[src/rtl/decay_tick_pkg.sv]
package decay_tick_pkg;

  // debounced mode level plus one-cycle change pulses
  typedef struct packed {
    logic run;
    logic to_run;
    logic to_stop;
  } mode_evt_t;

endpackage

[src/rtl/decay_tick_deb.sv]
module decay_tick_deb
  import decay_tick_pkg::*;
#(
  parameter int unsigned DEB_CYC = 4,
  parameter int unsigned DEB_W   = 3
) (
  input  logic      clk_i,
  input  logic      rst_ni,
  input  logic      run_i,
  output mode_evt_t evt_o
);

  logic             s1_q, s2_q, stable_q, to_run_q, to_stop_q;
  logic [DEB_W-1:0] cnt_q;

  always_ff @(posedge clk_i or negedge rst_ni) begin
    if (!rst_ni) begin
      s1_q      <= 1'b1;
      s2_q      <= 1'b1;
      stable_q  <= 1'b1;
      to_run_q  <= 1'b0;
      to_stop_q <= 1'b0;
      cnt_q     <= '0;
    end else begin
      s1_q      <= run_i;
      s2_q      <= s1_q;
      to_run_q  <= 1'b0;
      to_stop_q <= 1'b0;
      if (s2_q != stable_q) begin
        if (cnt_q == DEB_W'(DEB_CYC - 1)) begin
          stable_q  <= s2_q;
          cnt_q     <= '0;
          to_run_q  <= s2_q;
          to_stop_q <= ~s2_q;
        end else begin
          cnt_q <= cnt_q + 1'b1;
        end
      end else begin
        cnt_q <= '0;
      end
    end
  end

  assign evt_o = '{run: stable_q, to_run: to_run_q, to_stop: to_stop_q};

endmodule

[src/rtl/decay_tick_ctrl.sv]
module decay_tick_ctrl
  import decay_tick_pkg::*;
#(
  parameter int unsigned     RUN_HALF   = 4,
  parameter int unsigned     STOP_HALF  = 16,
  parameter int unsigned     MAX_HALF   = 128,
  parameter longint unsigned STOP_CYC   = 1000,
  parameter int unsigned     GROW_SHIFT = 4,
  parameter int unsigned     HALF_W     = 9,
  parameter int unsigned     ELAP_W     = 10
) (
  input  logic              clk_i,
  input  logic              rst_ni,
  input  mode_evt_t         evt_i,
  input  logic              rise_i,
  output logic              load_o,
  output logic [HALF_W-1:0] load_half_o,
  output logic [HALF_W-1:0] rise_half_o,
  output logic [HALF_W-1:0] fall_half_o,
  output logic              halt_o,
  output logic              stopped_o
);

  logic [HALF_W-1:0] half_q, grow;
  logic [ELAP_W-1:0] elapsed_q;
  logic              stopped_q, halt_now;

  assign grow        = half_q + (half_q >> GROW_SHIFT);
  assign load_o      = evt_i.to_run | evt_i.to_stop;
  assign load_half_o = evt_i.run ? HALF_W'(RUN_HALF) : HALF_W'(STOP_HALF);
  assign rise_half_o = evt_i.run ? half_q : grow;
  assign fall_half_o = half_q;

  // either budget exhausted ends the decay
  assign halt_now = !evt_i.run && !load_o && !stopped_q &&
                    ((elapsed_q == ELAP_W'(STOP_CYC - 1)) || (half_q > HALF_W'(MAX_HALF)));
  assign halt_o    = stopped_q | halt_now;
  assign stopped_o = stopped_q;

  always_ff @(posedge clk_i or negedge rst_ni) begin
    if (!rst_ni) begin
      half_q    <= HALF_W'(RUN_HALF);
      elapsed_q <= '0;
      stopped_q <= 1'b0;
    end else if (load_o) begin
      half_q    <= load_half_o;
      elapsed_q <= '0;
      stopped_q <= 1'b0;
    end else if (evt_i.run) begin
      stopped_q <= 1'b0;
    end else if (!stopped_q) begin
      if (halt_now) begin
        stopped_q <= 1'b1;
      end else begin
        elapsed_q <= elapsed_q + 1'b1;
        if (rise_i) half_q <= grow;
      end
    end
  end

endmodule

[src/rtl/decay_tick_div.sv]
module decay_tick_div #(
  parameter int unsigned RUN_HALF = 4,
  parameter int unsigned HALF_W   = 9
) (
  input  logic              clk_i,
  input  logic              rst_ni,
  input  logic              load_i,
  input  logic [HALF_W-1:0] load_half_i,
  input  logic [HALF_W-1:0] rise_half_i,
  input  logic [HALF_W-1:0] fall_half_i,
  input  logic              halt_i,
  output logic              rise_o,
  output logic              sq_o,
  output logic              tick_o
);

  logic [HALF_W-1:0] cnt_q;
  logic              sq_q, tick_q, edge_now;

  assign edge_now = (cnt_q == '0);
  assign rise_o   = edge_now && !sq_q && !load_i && !halt_i;

  always_ff @(posedge clk_i or negedge rst_ni) begin
    if (!rst_ni) begin
      cnt_q  <= HALF_W'(RUN_HALF - 1);
      sq_q   <= 1'b0;
      tick_q <= 1'b0;
    end else begin
      tick_q <= 1'b0;
      if (load_i) begin
        cnt_q <= load_half_i - 1'b1;
      end else if (halt_i) begin
        sq_q  <= 1'b0;
        cnt_q <= '0;
      end else if (edge_now) begin
        sq_q <= ~sq_q;
        if (!sq_q) begin
          cnt_q  <= rise_half_i - 1'b1;
          tick_q <= 1'b1;
        end else begin
          cnt_q <= fall_half_i - 1'b1;
        end
      end else begin
        cnt_q <= cnt_q - 1'b1;
      end
    end
  end

  assign sq_o   = sq_q;
  assign tick_o = tick_q;

endmodule

[src/rtl/decay_tick_gen.sv]
module decay_tick_gen
  import decay_tick_pkg::*;
#(
  parameter int unsigned CLK_HZ       = 125_000_000,
  parameter int unsigned RUN_HZ       = 35_000,
  parameter int unsigned STOP_HZ      = 65,
  parameter int unsigned STOP_TIME_MS = 15_000,
  parameter int unsigned DEBOUNCE_US  = 10_000,
  parameter int unsigned GROW_SHIFT   = 4,
  parameter int unsigned MAX_RATIO    = 64
) (
  input  logic clk_i,
  input  logic rst_ni,
  input  logic run_i,
  output logic tick_o,
  output logic sq_o,
  output logic stopped_o
);

  localparam int unsigned     RUN_HALF  = CLK_HZ / (2 * RUN_HZ);
  localparam int unsigned     STOP_HALF = CLK_HZ / (2 * STOP_HZ);
  localparam int unsigned     MAX_HALF  = STOP_HALF * MAX_RATIO;
  localparam longint unsigned STOP_CYC  = longint'(CLK_HZ / 1000) * STOP_TIME_MS;
  localparam int unsigned     DEB_RAW   = (CLK_HZ / 1_000_000) * DEBOUNCE_US;
  localparam int unsigned     DEB_CYC   = (DEB_RAW > 0) ? DEB_RAW : 1;
  localparam int unsigned     HALF_W    = $clog2(MAX_HALF + (MAX_HALF >> GROW_SHIFT) + 2) + 1;
  localparam int unsigned     ELAP_W    = $clog2(STOP_CYC + 1);
  localparam int unsigned     DEB_W     = $clog2(DEB_CYC + 1);

  mode_evt_t         mode_evt;
  logic              run_lvl, load, halt, rise;
  logic [HALF_W-1:0] load_half, rise_half, fall_half;

  assign run_lvl = mode_evt.run;

  decay_tick_deb #(.DEB_CYC(DEB_CYC), .DEB_W(DEB_W)) u_deb (
    .clk_i, .rst_ni, .run_i, .evt_o(mode_evt)
  );

  decay_tick_ctrl #(
    .RUN_HALF(RUN_HALF), .STOP_HALF(STOP_HALF), .MAX_HALF(MAX_HALF),
    .STOP_CYC(STOP_CYC), .GROW_SHIFT(GROW_SHIFT), .HALF_W(HALF_W), .ELAP_W(ELAP_W)
  ) u_ctrl (
    .clk_i, .rst_ni, .evt_i(mode_evt), .rise_i(rise),
    .load_o(load), .load_half_o(load_half), .rise_half_o(rise_half),
    .fall_half_o(fall_half), .halt_o(halt), .stopped_o
  );

  decay_tick_div #(.RUN_HALF(RUN_HALF), .HALF_W(HALF_W)) u_div (
    .clk_i, .rst_ni, .load_i(load), .load_half_i(load_half),
    .rise_half_i(rise_half), .fall_half_i(fall_half), .halt_i(halt),
    .rise_o(rise), .sq_o, .tick_o
  );

endmodule

[config.mk]
export PLATFORM = sky130hd
export DESIGN_NAME = decay_tick_gen
export DESIGN_NICKNAME = d
export VERILOG_FILES = /design/src/rtl/decay_tick_pkg.sv /design/src/rtl/decay_tick_deb.sv /design/src/rtl/decay_tick_ctrl.sv /design/src/rtl/decay_tick_div.sv /design/src/rtl/decay_tick_gen.sv
export SDC_FILE = /design/constraint.sdc
export NUM_CORES = 1
export LEC_CHECK = 0
export BUFFER_PORTS_ARGS = -buffer_cell sky130_fd_sc_hd__buf_4
export CORE_MARGIN = 2
export CORE_UTILIZATION = 55
export DETAILED_ROUTE_END_ITERATION = 10
export PLACE_DENSITY = 0.71
export SLEW_MARGIN = 20
export SYNTH_ARGS = -nofsm -noshare
export SYNTH_HDL_FRONTEND = slang
export SYNTH_SLANG_ARGS = --single-unit
export TNS_END_PERCENT = 20
[constraint.sdc]
create_clock -name clk_i -period 4.4 [get_ports clk_i]
set_clock_uncertainty 0.1 [all_clocks]
set_input_delay 0.44 -clock clk_i [delete_from_list [all_inputs] [get_ports clk_i]]
set_output_delay 0.44 -clock clk_i [all_outputs]
set_load 0.01 [all_outputs]
# Word level (Yosys, flattened, before mapping)
# Index checks and enable logic that the tools add are counted.
# totals
reg_bits	114
inputBits	3
word_cells	81
# classes
addsub	7
order_cmp	1
n_eq_ne	6
mux	31
bitwise	5
n_reduce_logical	19
# ops
op	n
27-bit two-way mux	10
31-bit two-way mux	4
27-bit by 1-bit subtractor with 27-bit output (second input constant)	3
21-bit two-way mux	2
31-bit by 1-bit adder with 31-bit output (second input constant)	1
31-bit == test (second input constant)	1
27-bit by 23-bit adder with 27-bit output	1
27-bit by 26-bit > comparator with 1-bit output (second input constant)	1
27-bit zero test	1
21-bit by 1-bit adder with 21-bit output (second input constant)	1
21-bit == test (second input constant)	1
20-bit by 1-bit subtractor with 21-bit output (second input constant)	1
20-bit two-way mux	1
1-bit two-way mux	14
1-bit logical AND	6
2-bit by 1-bit != test with 1-bit output (second input constant)	3
1-bit zero test	5
2-bit AND reduction	2
4-bit AND reduction	1
2-bit nonzero test	2
1-bit NOT	3
3-bit AND reduction	1
1-bit OR	2
1-bit logical OR	1
1-bit != test	1

# Depth between registers and ports, before layout
# Gate-level depths: netlist of the first run.
# logic_depth
ltp_word	13
depth_mapped	16
mapped_depth_nobuf	12

# Hierarchy
# From an unflattened synthesis of the first run, not the netlist that was laid out.
# hier_totals
cells_unflattened	1082
hier_area_um2	9260.1
# by_module_without_submodules
module	instances	cells_per_inst	area_per_inst_um2	seq_area_each_um2
decay_tick_ctrl	1	583	4768.3	1486.4
decay_tick_div	1	377	3199.3	734.5
decay_tick_deb	1	122	1292.5	654.4

# Worst setup path before layout of the first run
# Ideal clock, no wire load.
# synth_path
path_kind	flip-flop to flip-flop
from	register u_ctrl.half_q[0], in the netlist u_ctrl.fall_half_o[0]
to	register u_div.cnt_q[26]
setup_time_ns	0.128
arrival_ns	3.353
setup_slack_ns	0.819
path_stages_with_launch	13
n_path_buf	0
cell_sequence	dfstp_2 ha_1 fa_1 a211oi_2 o21ai_1 a21oi_1 xnor2_1 a211o_1 nor4_4 nand3_1 or2_1 nor3_2 mux2_1
# synth_via
elab_chain_len	7
word_cells_on_any_way	12
cone_classes	add/sub: 3; order compare: 1; mux: 5; bitwise: 1; reduce/logical: 2
# synth_rtl
item	line_no	source
start, declared	decay_tick_ctrl.sv:24	logic [HALF_W-1:0] half_q, grow;
start signal, assigned	decay_tick_ctrl.sv:42	half_q <= HALF_W'(RUN_HALF);
start signal, assigned	decay_tick_ctrl.sv:46	half_q <= load_half_o;
start signal, assigned	decay_tick_ctrl.sv:56	if (rise_i) half_q <= grow;
27-bit by 23-bit adder with 27-bit output	decay_tick_ctrl.sv:28	assign grow = half_q + (half_q >> GROW_SHIFT);
27-bit two-way mux	decay_tick_ctrl.sv:31	assign rise_half_o = evt_i.run ? half_q : grow;
27-bit by 1-bit subtractor with 27-bit output	decay_tick_div.sv:38	cnt_q <= rise_half_i - 1'b1;
27-bit two-way mux	decay_tick_div.sv:37	if (!sq_q) begin
27-bit two-way mux	decay_tick_div.sv:35	end else if (edge_now) begin
27-bit two-way mux *	decay_tick_div.sv:32	end else if (halt_i) begin
27-bit two-way mux *	decay_tick_div.sv:30	if (load_i) begin
end signal, assigned	decay_tick_div.sv:31	cnt_q <= load_half_i - 1'b1;
end signal, assigned	decay_tick_div.sv:38	
end signal, assigned	decay_tick_div.sv:41	cnt_q <= fall_half_i - 1'b1;
end, declared	decay_tick_div.sv:17	logic [HALF_W-1:0] cnt_q;
# Every way passes the cells marked *; elsewhere a longest branch is shown, timed or not.
# A chain may end at the register's enable or synchronous reset.

# Worst setup path after layout of the first run
# layout_path
from	register u_ctrl.half_q[20], in the netlist u_ctrl.fall_half_o[20]
to	register u_ctrl.half_q[17], in the netlist u_ctrl.fall_half_o[17]
# layout_via
elab_chain_len	8
word_cells_on_any_way	15
cone_classes	add/sub: 1; order compare: 1; eq/ne: 1; mux: 5; bitwise: 1; reduce/logical: 6
# layout_rtl
item	line_no	source
27-bit by 26-bit > comparator with 1-bit output	decay_tick_ctrl.sv:36	((elapsed_q == ELAP_W'(STOP_CYC - 1)) || (half_q > HALF_W'(MAX_HALF)));
1-bit logical OR	decay_tick_ctrl.sv:36	
1-bit logical AND	decay_tick_ctrl.sv:35	assign halt_now = !evt_i.run && !load_o && !stopped_q &&
1-bit OR	decay_tick_ctrl.sv:37	assign halt_o = stopped_q | halt_now;
1-bit zero test	decay_tick_div.sv:21	assign rise_o = edge_now && !sq_q && !load_i && !halt_i;
1-bit logical AND	decay_tick_div.sv:21	
2-bit nonzero test (no line)	n/a	
4-bit AND reduction (no line)	n/a	
# Several ways; a longest one is shown, not always the timed one. The select of a mux whose other input is x is not followed.

==> metrics.txt, run 1 <==
Finished Core Util=0.6275; leakage=around 3.6 nW; placed cell area=8083 um2; Seq pwr share=0.404; Clock Tree Root=clkbuf_16; CTS tree=built; Least-Margin Pin Slew=about 0.93 ns; IO Pins=6; total wire length=about 22000 um; Top FF cell, synth=dfrtp_1; Post-Layout Inst Area=8743 um2; Synth area leaders=dfrtp_1 31%, dfstp_2 6.0%, xor2_1 5.9%; Data required, critical path=between 4 and 5 ns; worst hold path type=primary input to flop; first-pass GRT wire length=36120 um; Avg Inst Size Synth=between 8 and 9 um2; clk slew on worst S/H paths=~0.050 ns; Port Buffers=5; r2r endpoint=u_ctrl.fall_half_o[17]$_DFFE_PN0P_; largest net degree at the start of global routing=52; placed insts=~1100; top cell type's share of synthesized area=0.3059; GRT Overall Usage=0.3091; dominant cell type by area after synthesis=dfrtp_1; Pwr Density=~300 nW/um2; Sw Pwr=approximately 0.54 mW; cell chain of the critical path=or4_1 -> nor4_1 -> o211ai_1 -> a31o_2 -> a21o_1 -> a211o_1 -> or4_1 -> nand3_1 -> o211ai_1; Worst Path Arrival=between 4 and 5 ns; Setup WS post-layout=about 0.30 ns; worst hold margin=0.02614 ns; critical path's slowest cell=or4_1; clock power share=0.584; worst rel slew slack=0.3704; # nets final=935; fraction of layout cells with a size suffix above 1=0.1133; vias in the first global route=between 7000 and 8000; core area=approximately 14000 um2; syn_nets=940; vias per cell=about 6.5; switching share of total power=0.2049; Pint=~2.1 mW; diodes inserted=0; die height=roughly 120 um; Comb pwr share=0.012; Final HPWL DP=~15000 um; # setup viols final=0; post-CTS setup buffer count=0; CP Launch Type=flop; number of synthesized flops with an enable pin=0; Synth Cell Area=between 7000 and 8000 um2; VDD IR max=approximately 0.00028 V; Max Cap Viol=0; FF-to-FF setup slack=about 0.3 ns; initial antenna violation count=0; CTS Sinks=between 100 and 150; area grow syn2layout=11.33%; Worst-Skew Late Latency=approximately 0.42 ns; kind of critical path=flop to flop; clock buffer count from CTS=17; Place WS=between 0.2 and 0.3 ns; Die Area=between 15000 and 20000 um2; FF-to-FF Start=u_ctrl.fall_half_o[20]$_DFFE_PN0P_; Worst Path Max Fanout=18; GP Congestion=roughly 0.99; f_max=244.0 MHz; Max Buffers Root-to-Sink=2; RSZ-0062 raised after global routing=false; Worst Hold Depth=1; TritonRoute pass-1 iters=6; Cell variety after synth=82; Setup TNS=0 ns; total design power=approximately 2.6 mW; most frequent cells in the layout=108 x nor2_1, 96 x dfrtp_1, 83 x nand2_1; Rows=43; CTS H-tree depth=4; total gr overflow=0; sequential fraction of the synthesis area=0.3661; max-slew violation count=0; Via Count=7152; Non-Filler Instances=about 1100; initial core utilization=0.5636; critical path capture point type=flop; DR WL/cell=around 20 um; register bit count reported by yosys=114; ys async rst share=1.000; post-route clock period utilization=0.9314; reg2reg path depth=9; # DRC=0; max incr delay on CP=roughly 0.96 ns; commonest non-fill, non-tap cell in the layout=nor2_1; cell count after synthesis=910; CP Launch Point=u_ctrl.fall_half_o[20]$_DFFE_PN0P_; DR iter-0 viols=between 700 and 800; synth warn=0; status=finished clean; crit path to=u_ctrl.fall_half_o[17]$_DFFE_PN0P_; Final Hold Fails=0; min Tclk post-route=4.098 ns; Die W=between 100 and 150 um; post-route ant nets=0
## worst min path at each step
stage / slack (ns) / from / endpoint
floorplan: 0.04 / rst_ni / u_ctrl.elapsed_q[0]$_DFFE_PN0P_
global placement: 0.25 / u_deb.s1_q$_DFF_PN1_ / u_deb.s2_q$_DFF_PN1_
detailed placement: 0.25 / u_deb.s1_q$_DFF_PN1_ / u_deb.s2_q$_DFF_PN1_
CTS: 0.006 / run_i / u_deb.s1_q$_DFF_PN1_
global route: 0.01 / run_i / u_deb.s1_q$_DFF_PN1_
finish: 0.03 / run_i / u_deb.s1_q$_DFF_PN1_
## repair_timing
action,in CTS,in global routing
hold buffers,1,0
gates resized for setup,0,1
hold endpoints to repair,42,0
endpoints found under the setup margin,0,2
## routing by layer
layer | up-vias | track usage | part of all wire
met5 | - | 0 | 0
met4 | 0 | 0.1499 | 0.039
met3 | 75 | 0.06181 | 0.077
met2 | 325 | 0.4976 | 0.46
met1 | 3441 | 0.3974 | 0.42
li1 | 3311 | - | -
## cells by family (layout without fill, tap and decap cells)
kind of cell / count (synthesis) / in the layout / share of synthesized area
compound gates: 210 / 210 / 0.1851
xor+xnor: 85 / 85 / 0.09479
fa+ha+maj: 27 / 27 / 0.04397
buf+inv: 61 / 69 / 0.03091
flops: 114 / 114 / 0.3661
mux: 6 / 6 / 0.008125
simple gates: 407 / 407 / 0.2710
## state kept, by name (all words and copies together) (netlist names)
signal              flops
u_deb.cnt_q            21
u_div.cnt_q            27
u_deb.s2_q              1
u_ctrl.fall_half_o     27
u_deb.to_stop_q         1
u_deb.s1_q              1
u_ctrl.elapsed_q       31
u_deb.to_run_q          1
u_div.sq_o              1
u_ctrl.stopped_o        1
u_deb.stable_q          1
u_div.tick_o            1
## synthesized netlist by cell type (16+ instances only)
cell	n
nand4_1	16
dfrtp_1	96
xnor2_1	32
and3_1	20
nor2_1	108
clkbuf_1	36
a21oi_1	42
dfstp_2	18
nand3_1	51
xor2_1	53
ha_1	26
o21ai_0	43
nand2_1	83
nor3_1	42
## cell type report
class                      instances  area (um2)
fill                            1137        5191
multi-input combinational        735        4746
sequential                       114        2875
clock buffer                      19       442.9
tap                              180       225.2
clock inverter                    13       206.4
timing repair buffer              25       202.7
inverter                          12       45.04
## critical path, delay by kind of cell (launching register included)
| kind | cells | cell delay (ns) |
|---|---|---|
| AND/OR/NAND/NOR | 4 | 2.05 |
| AO/OA/AOI/OAI | 5 | 1.27 |
| flip-flops | 1 | 0.51 |
## power groups by stage
stage	Combinational (mW)	Clock [mW]	Sequential, mW
2_1_floorplan	0.00578	0	1.07
3_3_place_gp	0.0306	0	1.07
3_5_place_dp	0.0319	0	1.07
4_1_cts	0.0328	1.55	1.06
5_1_grt	0.0364	1.60	1.06
6_report	0.0309	1.53	1.06
Power figures use the tool's default switching activity.
==> inputs of run 2 (changes only) <==
--- a/config.mk
+++ b/config.mk
@@ -10,6 +10,7 @@
 export CORE_UTILIZATION = 55
 export DETAILED_ROUTE_END_ITERATION = 10
 export PLACE_DENSITY = 0.71
+export REMOVE_ABC_BUFFERS = 1
 export SLEW_MARGIN = 20
 export SYNTH_ARGS = -nofsm -noshare
 export SYNTH_HDL_FRONTEND = slang
==> run 2 against run 1 <==
  * The run now ends with negative hold slack left
  * First-iteration DRC count rose by 6.3%
  * Register-to-register slack got worse by 0.05 ns
  * Global-route usage fell by 0.40 points
  * Largest cell class unchanged
  * Largest power group unchanged
==> metrics.txt, run 2 (same netlist as run 1, synthesis figures left out) <==
worst hold path type=primary input to async pin (was primary input to flop); die height=123.5 um (unchanged); worst hold margin=-0.03176 ns (was 0.02614 ns); placed insts=1066 (was 1065); Data required, critical path=4.60 ns (was 4.57 ns); max-slew violation count=0 (unchanged); diodes inserted=0 (unchanged); f_max=240.9 MHz (was 244.0 MHz); leakage=3.574 nW (was 3.616 nW); # nets final=935 (unchanged); commonest non-fill, non-tap cell in the layout=nor2_1 (unchanged); # DRC=0 (unchanged); first-pass GRT wire length=35780 um (was 36120 um); GRT Overall Usage=0.3050 (was 0.3091); most frequent cells in the layout=107 x nor2_1, 96 x dfrtp_1, 83 x nand2_1 (was 108 x nor2_1, 96 x dfrtp_1, 83 x nand2_1); violated checks=negative hold slack; Via Count=7196 (was 7152); # setup viols final=0 (unchanged); Seq pwr share=0.427 (was 0.404); Final HPWL DP=15400 um (was 15290 um); TritonRoute pass-1 iters=6 (unchanged); VDD IR max=0.0002887 V (was 0.0002782 V); DR iter-0 viols=790 (was 743); CTS tree=built (unchanged); area grow syn2layout=10.32% (was 11.33%); Rows=43 (unchanged); post-route clock period utilization=0.9435 (was 0.9314); Pint=1.953 mW (was 2.079 mW); kind of critical path=flop to flop (unchanged); Comb pwr share=0.012 (about the same); post-CTS setup buffer count=0 (unchanged); Finished Core Util=0.6218 (was 0.6275); IO Pins=6 (unchanged); core area=13930 um2 (unchanged); Max Cap Viol=0 (unchanged); Sw Pwr=0.5218 mW (was 0.5356 mW); clk slew on worst S/H paths=0.06 ns (was 0.05 ns); clock buffer count from CTS=17 (unchanged); Port Buffers=5 (unchanged); Clock Tree Root=clkbuf_16 (unchanged); register with the most flip-flops=u_ctrl.elapsed_q (unchanged); Pwr Density=285.6 nW/um2 (was 299.0 nW/um2); worst rel slew slack=0.3573 (was 0.3704); Final Hold Fails=14 (was 0); min Tclk post-route=4.151 ns (was 4.098 ns); RSZ-0062 raised after global routing=false (unchanged); Die W=123.5 um (unchanged); DR WL/cell=20.03 um (was 20.10 um); max reg flops=31 (unchanged); initial core utilization=0.5636 (unchanged); Worst-Skew Late Latency=0.43 ns (was 0.42 ns); fraction of layout cells with a size suffix above 1=0.1124 (was 0.1133); largest net degree at the start of global routing=56 (was 52); CP Launch Type=flop (unchanged); initial antenna violation count=0 (unchanged); CTS Sinks=114 (unchanged); total wire length=21960 um (was 22080 um); switching share of total power=0.2108 (was 0.2049); GP Congestion=0.9829 (was 0.9923); placed cell area=8080 um2 (was 8083 um2); Max Buffers Root-to-Sink=2 (unchanged); critical path capture point type=flop (unchanged); total gr overflow=0 (unchanged); Die Area=15250 um2 (unchanged); post-route ant nets=0 (unchanged); Post-Layout Inst Area=8665 um2 (was 8743 um2); vias in the first global route=6933 (was 7070); Non-Filler Instances=1096 (was 1098); status=complete, but fails checks (was finished clean); Worst Path Max Fanout=8 (was 18); Worst Path Arrival=4.35 ns (was 4.27 ns); CTS H-tree depth=4 (unchanged); clock power share=0.561 (was 0.584); Least-Margin Pin Slew=0.9520 ns (was 0.9325 ns); vias per cell=6.566 (was 6.514); Setup TNS=0 ns (unchanged)
==> run 2: cell count changes in the layout (fill, tap and decap cells not counted), sizes merged <==
cell | previous run | this run
clkinvlp | 2 | 3
bufinv | 5 | 3
buf | 24 | 25
dlygate4sd3 | 1 | 0
inv | 14 | 12
clkbuf | 19 | 20
==> run 2: through the flow <==
stage	setup WS (ns)	total power [mW]
2_1_floorplan	0.1067	1.079
3_3_place_gp	0.4143	1.104
3_5_place_dp	0.2917	1.106
4_1_cts	0.2212	2.488
5_1_grt	0.06892	2.537
6_report	0.2485	2.475
==> run 2: what timing repair did <==
item | in CTS | in global routing
hold buffers | 0 | 0
hold endpoints to repair | 0 | 0
endpoints found under the setup margin | 0 | 4
resized for setup | 0 | 1
==> run 2: worst max-delay path, cell delays in order, from the launching register on <==
cell and delay [ns]:
dfstp_2 0.58, ha_1 0.34, a21oi_1 0.63, a211oi_1 0.26, o21ai_0 0.62, o41ai_1 0.14
nor3_1 0.47, nand2_1 0.10, or2_1 0.28, nor3_2 0.17, mux2_1 0.34
==> run 2: path summary, 6_finish.rpt <==
path                                                    start                                 to  slack, ns  depth (start not counted)
min in group clk_i                                      run_i               u_deb.s1_q$_DFF_PN1_       0.03                          1
setup / recovery           u_ctrl.fall_half_o[10]$_DFFE_PN1P_          u_div.cnt_q[26]$_DFF_PN0_       0.25                         10
hold reg to reg                          u_deb.s1_q$_DFF_PN1_               u_deb.s2_q$_DFF_PN1_       0.26                          0
setup reg to reg           u_ctrl.fall_half_o[10]$_DFFE_PN1P_          u_div.cnt_q[26]$_DFF_PN0_       0.25                         10
hold / removal                                         rst_ni  u_ctrl.fall_half_o[8]$_DFFE_PN0P_      -0.03                          1
max in group asynchronous                              rst_ni  u_ctrl.fall_half_o[3]$_DFFE_PN1P_       3.26                          2
==> run 2: routing by layer <==
| layer | vias to the layer above | GRT usage | part of all wire |
|---|---|---|---|
| met4 | 0 | 0.1307 | 0.033 |
| met1 | 3485 | 0.4163 | 0.44 |
| li1 | 3312 | - | - |
| met3 | 67 | 0.06181 | 0.070 |
| met5 | - | 0 | 0 |
| met2 | 332 | 0.4715 | 0.46 |
==> run 2: final cells by class <==
type	count	area, um2
multi-input combinational	735	4748
fill	1171	5270
tap	180	225.2
timing repair buffer	25	187.7
clock buffer	20	446.7
sequential	114	2875
clock inverter	10	136.4
inverter	12	45.04
==> run 2: power groups by stage <==
stage / clock network (mW) / registers [mW] / logic, mW
after floorplan: 0 / 1.07 / 0.00526
after global placement: 0 / 1.07 / 0.0307
after detailed placement: 0 / 1.07 / 0.0321
after CTS: 1.40 / 1.06 / 0.0322
after global routing: 1.44 / 1.06 / 0.0358
final: 1.39 / 1.06 / 0.0302
==> inputs of run 3 (changes only) <==
--- a/config.mk
+++ b/config.mk
@@ -6,7 +6,6 @@
 export NUM_CORES = 1
 export LEC_CHECK = 0
 export BUFFER_PORTS_ARGS = -buffer_cell sky130_fd_sc_hd__buf_4
-export CORE_MARGIN = 2
 export CORE_UTILIZATION = 55
 export DETAILED_ROUTE_END_ITERATION = 10
 export PLACE_DENSITY = 0.71
==> constraint.sdc (replaced) <==
create_clock -name clk_i -period 5 [get_ports clk_i]
set_clock_uncertainty 0.1 [all_clocks]
set_input_delay 0.5 -clock clk_i [delete_from_list [all_inputs] [get_ports clk_i]]
set_output_delay 0.5 -clock clk_i [all_outputs]
set_load 0.01 [all_outputs]
==> run 3 against run 2 <==
  * The flow now finishes without violations
  * Register-to-register slack improved by 0.51 ns
  * Die area fell by 3.2%
  * Worst setup slack improved by 0.51 ns
  * Final cell count down 0.73%
  * Core utilization shrank 0.37 points
  * Flip-flop and latch count unchanged
  * Via count fell by 0.94%
  * Fmax is 2.2% lower
  * Sequential power fell by 12%
  * Final area shrank 0.98%
  * First-iteration DRC count fell by 23%
  * Critical path type unchanged
==> metrics.txt, run 3 (same netlist as run 1, synthesis figures left out) <==
r2r endpoint=u_div.cnt_q[26]$_DFF_PN0_ (unchanged); critical path depth in cells=11 (was 10); TritonRoute pass-1 iters=5 (was 6); # DRC=0 (unchanged); # setup viols final=0 (unchanged); most frequent cells in the layout=107 x nor2_1, 96 x dfrtp_1, 83 x nand2_1 (unchanged); Final Hold Fails=0 (was 14); Largest delay share family, worst path=compound AO/OA/AOI/OAI gates (unchanged); vias in the first global route=6812 (was 6933); Worst Hold Depth=1; Worst Path Max Fanout=10 (was 8); Worst-Skew Late Latency=0.43 ns (about the same); min Tclk post-route=4.243 ns (was 4.151 ns); register with the most flip-flops=u_ctrl.elapsed_q (unchanged); max incr delay on CP=0.61 ns (was 0.63 ns); Die Area=14760 um2 (was 15250 um2); Die W=121.5 um (was 123.5 um); CTS tree=built (unchanged); Post-Layout Inst Area=8579 um2 (was 8665 um2); post-route clock period utilization=0.8486 (was 0.9435); Max Cap Viol=0 (unchanged); placed cell area=8005 um2 (was 8080 um2); Resized cells post-CTS=0 (unchanged); crit path to=u_div.cnt_q[26]$_DFF_PN0_ (unchanged); post-CTS setup buffer count=0 (unchanged); # nets final=925 (was 935); worst hold path type=primary input to flop (was primary input to async pin); CTS Sinks=114 (unchanged); DR iter-0 viols=612 (was 790); area grow syn2layout=9.240% (was 10.32%); clock buffer count from CTS=17 (unchanged); leakage=3.511 nW (was 3.574 nW); CP Launch Point=u_ctrl.fall_half_o[5]$_DFFE_PN1P_ (was u_ctrl.fall_half_o[10]$_DFFE_PN1P_); initial core utilization=0.5658 (was 0.5636); status=finished clean (was complete, but fails checks); first-pass GRT wire length=35290 um (was 35780 um); Worst Path Arrival=4.45 ns (was 4.35 ns); clk slew on worst S/H paths=0.05 ns (was 0.06 ns); GRT Overall Usage=0.3147 (was 0.3050); kind of critical path=flop to flop (unchanged); Pwr Density=249.0 nW/um2 (was 285.6 nW/um2); critical path's slowest cell=dfstp_2 (was a21oi_1); CP Launch Type=flop (unchanged); CTS H-tree depth=4 (unchanged); WP buf/inv=0 (unchanged); FF-to-FF setup slack=0.76 ns (was 0.25 ns); worst rel slew slack=0.3448 (was 0.3573); Rows=43 (unchanged); diodes inserted=0 (unchanged); Setup TNS=0 ns (unchanged); max-slew violation count=0 (unchanged); initial antenna violation count=0 (unchanged); max reg flops=31 (unchanged); FF-to-FF Start=u_ctrl.fall_half_o[5]$_DFFE_PN1P_ (was u_ctrl.fall_half_o[10]$_DFFE_PN1P_); Max Buffers Root-to-Sink=2 (unchanged); fraction of layout cells with a size suffix above 1=0.1057 (was 0.1124); VDD IR max=0.0002775 V (was 0.0002887 V); DR WL/cell=20.12 um (was 20.03 um); die height=121.5 um (was 123.5 um); critical path capture point type=flop (unchanged); RSZ-0062 raised after global routing=false (unchanged); Data required, critical path=5.21 ns (was 4.60 ns); total gr overflow=0 (unchanged); post-route ant nets=0 (unchanged); total wire length=21890 um (was 21960 um); commonest non-fill, non-tap cell in the layout=nor2_1 (unchanged); f_max=235.7 MHz (was 240.9 MHz); Least-Margin Pin Slew=0.9828 ns (was 0.9520 ns); Port Buffers=5 (unchanged); GP Congestion=0.9679 (was 0.9829); Final HPWL DP=15230 um (was 15400 um); reg2reg path depth=11 (was 10); largest net degree at the start of global routing=76 (was 56); cell chain of the critical path=ha_1 -> a211oi_2 -> o31a_1 -> a211o_1 -> nand3_1 -> a21oi_1 -> o211ai_1 -> or3_1 -> nand3b_1 -> nor3_2 -> mux2_1 (was ha_1 -> a21oi_1 -> a211oi_1 -> o21ai_0 -> o41ai_1 -> nor3_1 -> nand2_1 -> or2_1 -> nor3_2 -> mux2_1); hold buffers post-CTS=0 (unchanged); core area=13880 um2 (was 13930 um2); Via Count=7128 (was 7196); vias per cell=6.551 (was 6.566); Clock Tree Root=clkbuf_16 (unchanged); IO Pins=6 (unchanged)
run 3: worst min path at each step:
stage / to / slack (ns) / from
after CTS: u_deb.s1_q$_DFF_PN1_ / 0.07 / run_i
final: u_deb.s1_q$_DFF_PN1_ / 0.08 / run_i
after detailed placement: u_deb.s2_q$_DFF_PN1_ / 0.25 / u_deb.s1_q$_DFF_PN1_
after global routing: u_deb.s1_q$_DFF_PN1_ / 0.07 / run_i
after global placement: u_deb.s2_q$_DFF_PN1_ / 0.25 / u_deb.s1_q$_DFF_PN1_
after floorplan: u_ctrl.elapsed_q[0]$_DFFE_PN0P_ / 0.10 / rst_ni
run 3: layout make-up:
class / instances / area [um2]
fillers: 1206 / 5301
multi-input cells: 735 / 4747
flip-flops and latches: 114 / 2875
clock buffers: 20 / 466.7
well taps: 180 / 225.2
repair buffers: 15 / 112.6
clock inverters: 12 / 107.6
inverters: 12 / 45.04
run 3: worst register-to-register path: stages, from the launching register on:
cell	delay [ns]
dfstp_2	0.61
ha_1	0.27
a211oi_2	0.31
o31a_1	0.47
a211o_1	0.24
nand3_1	0.22
a21oi_1	0.38
o211ai_1	0.23
or3_1	0.49
nand3b_1	0.26
nor3_2	0.22
mux2_1	0.34
run 3: report_power, final:
group	leakage, nW	switching [mW]	internal (mW)
Sequential	1.40	0.00192	0.927
Combinational	1.84	0.0219	0.00370
Clock	0.266	0.462	0.720
run 3: stage by stage:
| step | power [mW] | utilization | setup WS (ns) | hold WS (ns) | std cells |
|---|---|---|---|---|---|
| after floorplan | 0.9492 | - | 0.7067 | 0.1044 | 861 |
| after global placement | 0.9710 | 0.5767 | 0.9640 | 0.2522 | 1056 |
| after detailed placement | 0.9723 | 0.5767 | 0.8662 | 0.2529 | 1056 |
| after CTS | 2.152 | 0.6181 | 0.8351 | 0.06989 | 1088 |
| after global routing | 2.194 | 0.6181 | 0.5166 | 0.07219 | 1088 |
| final | 2.137 | 0.6181 | 0.7568 | 0.07541 | 1088 |
run 3: metal layers:
metal / global-route usage / share of wire
met5: 0 / 0
met4: 0.1613 / 0.041
met3: 0.06391 / 0.062
met2: 0.4904 / 0.46
met1: 0.4123 / 0.44
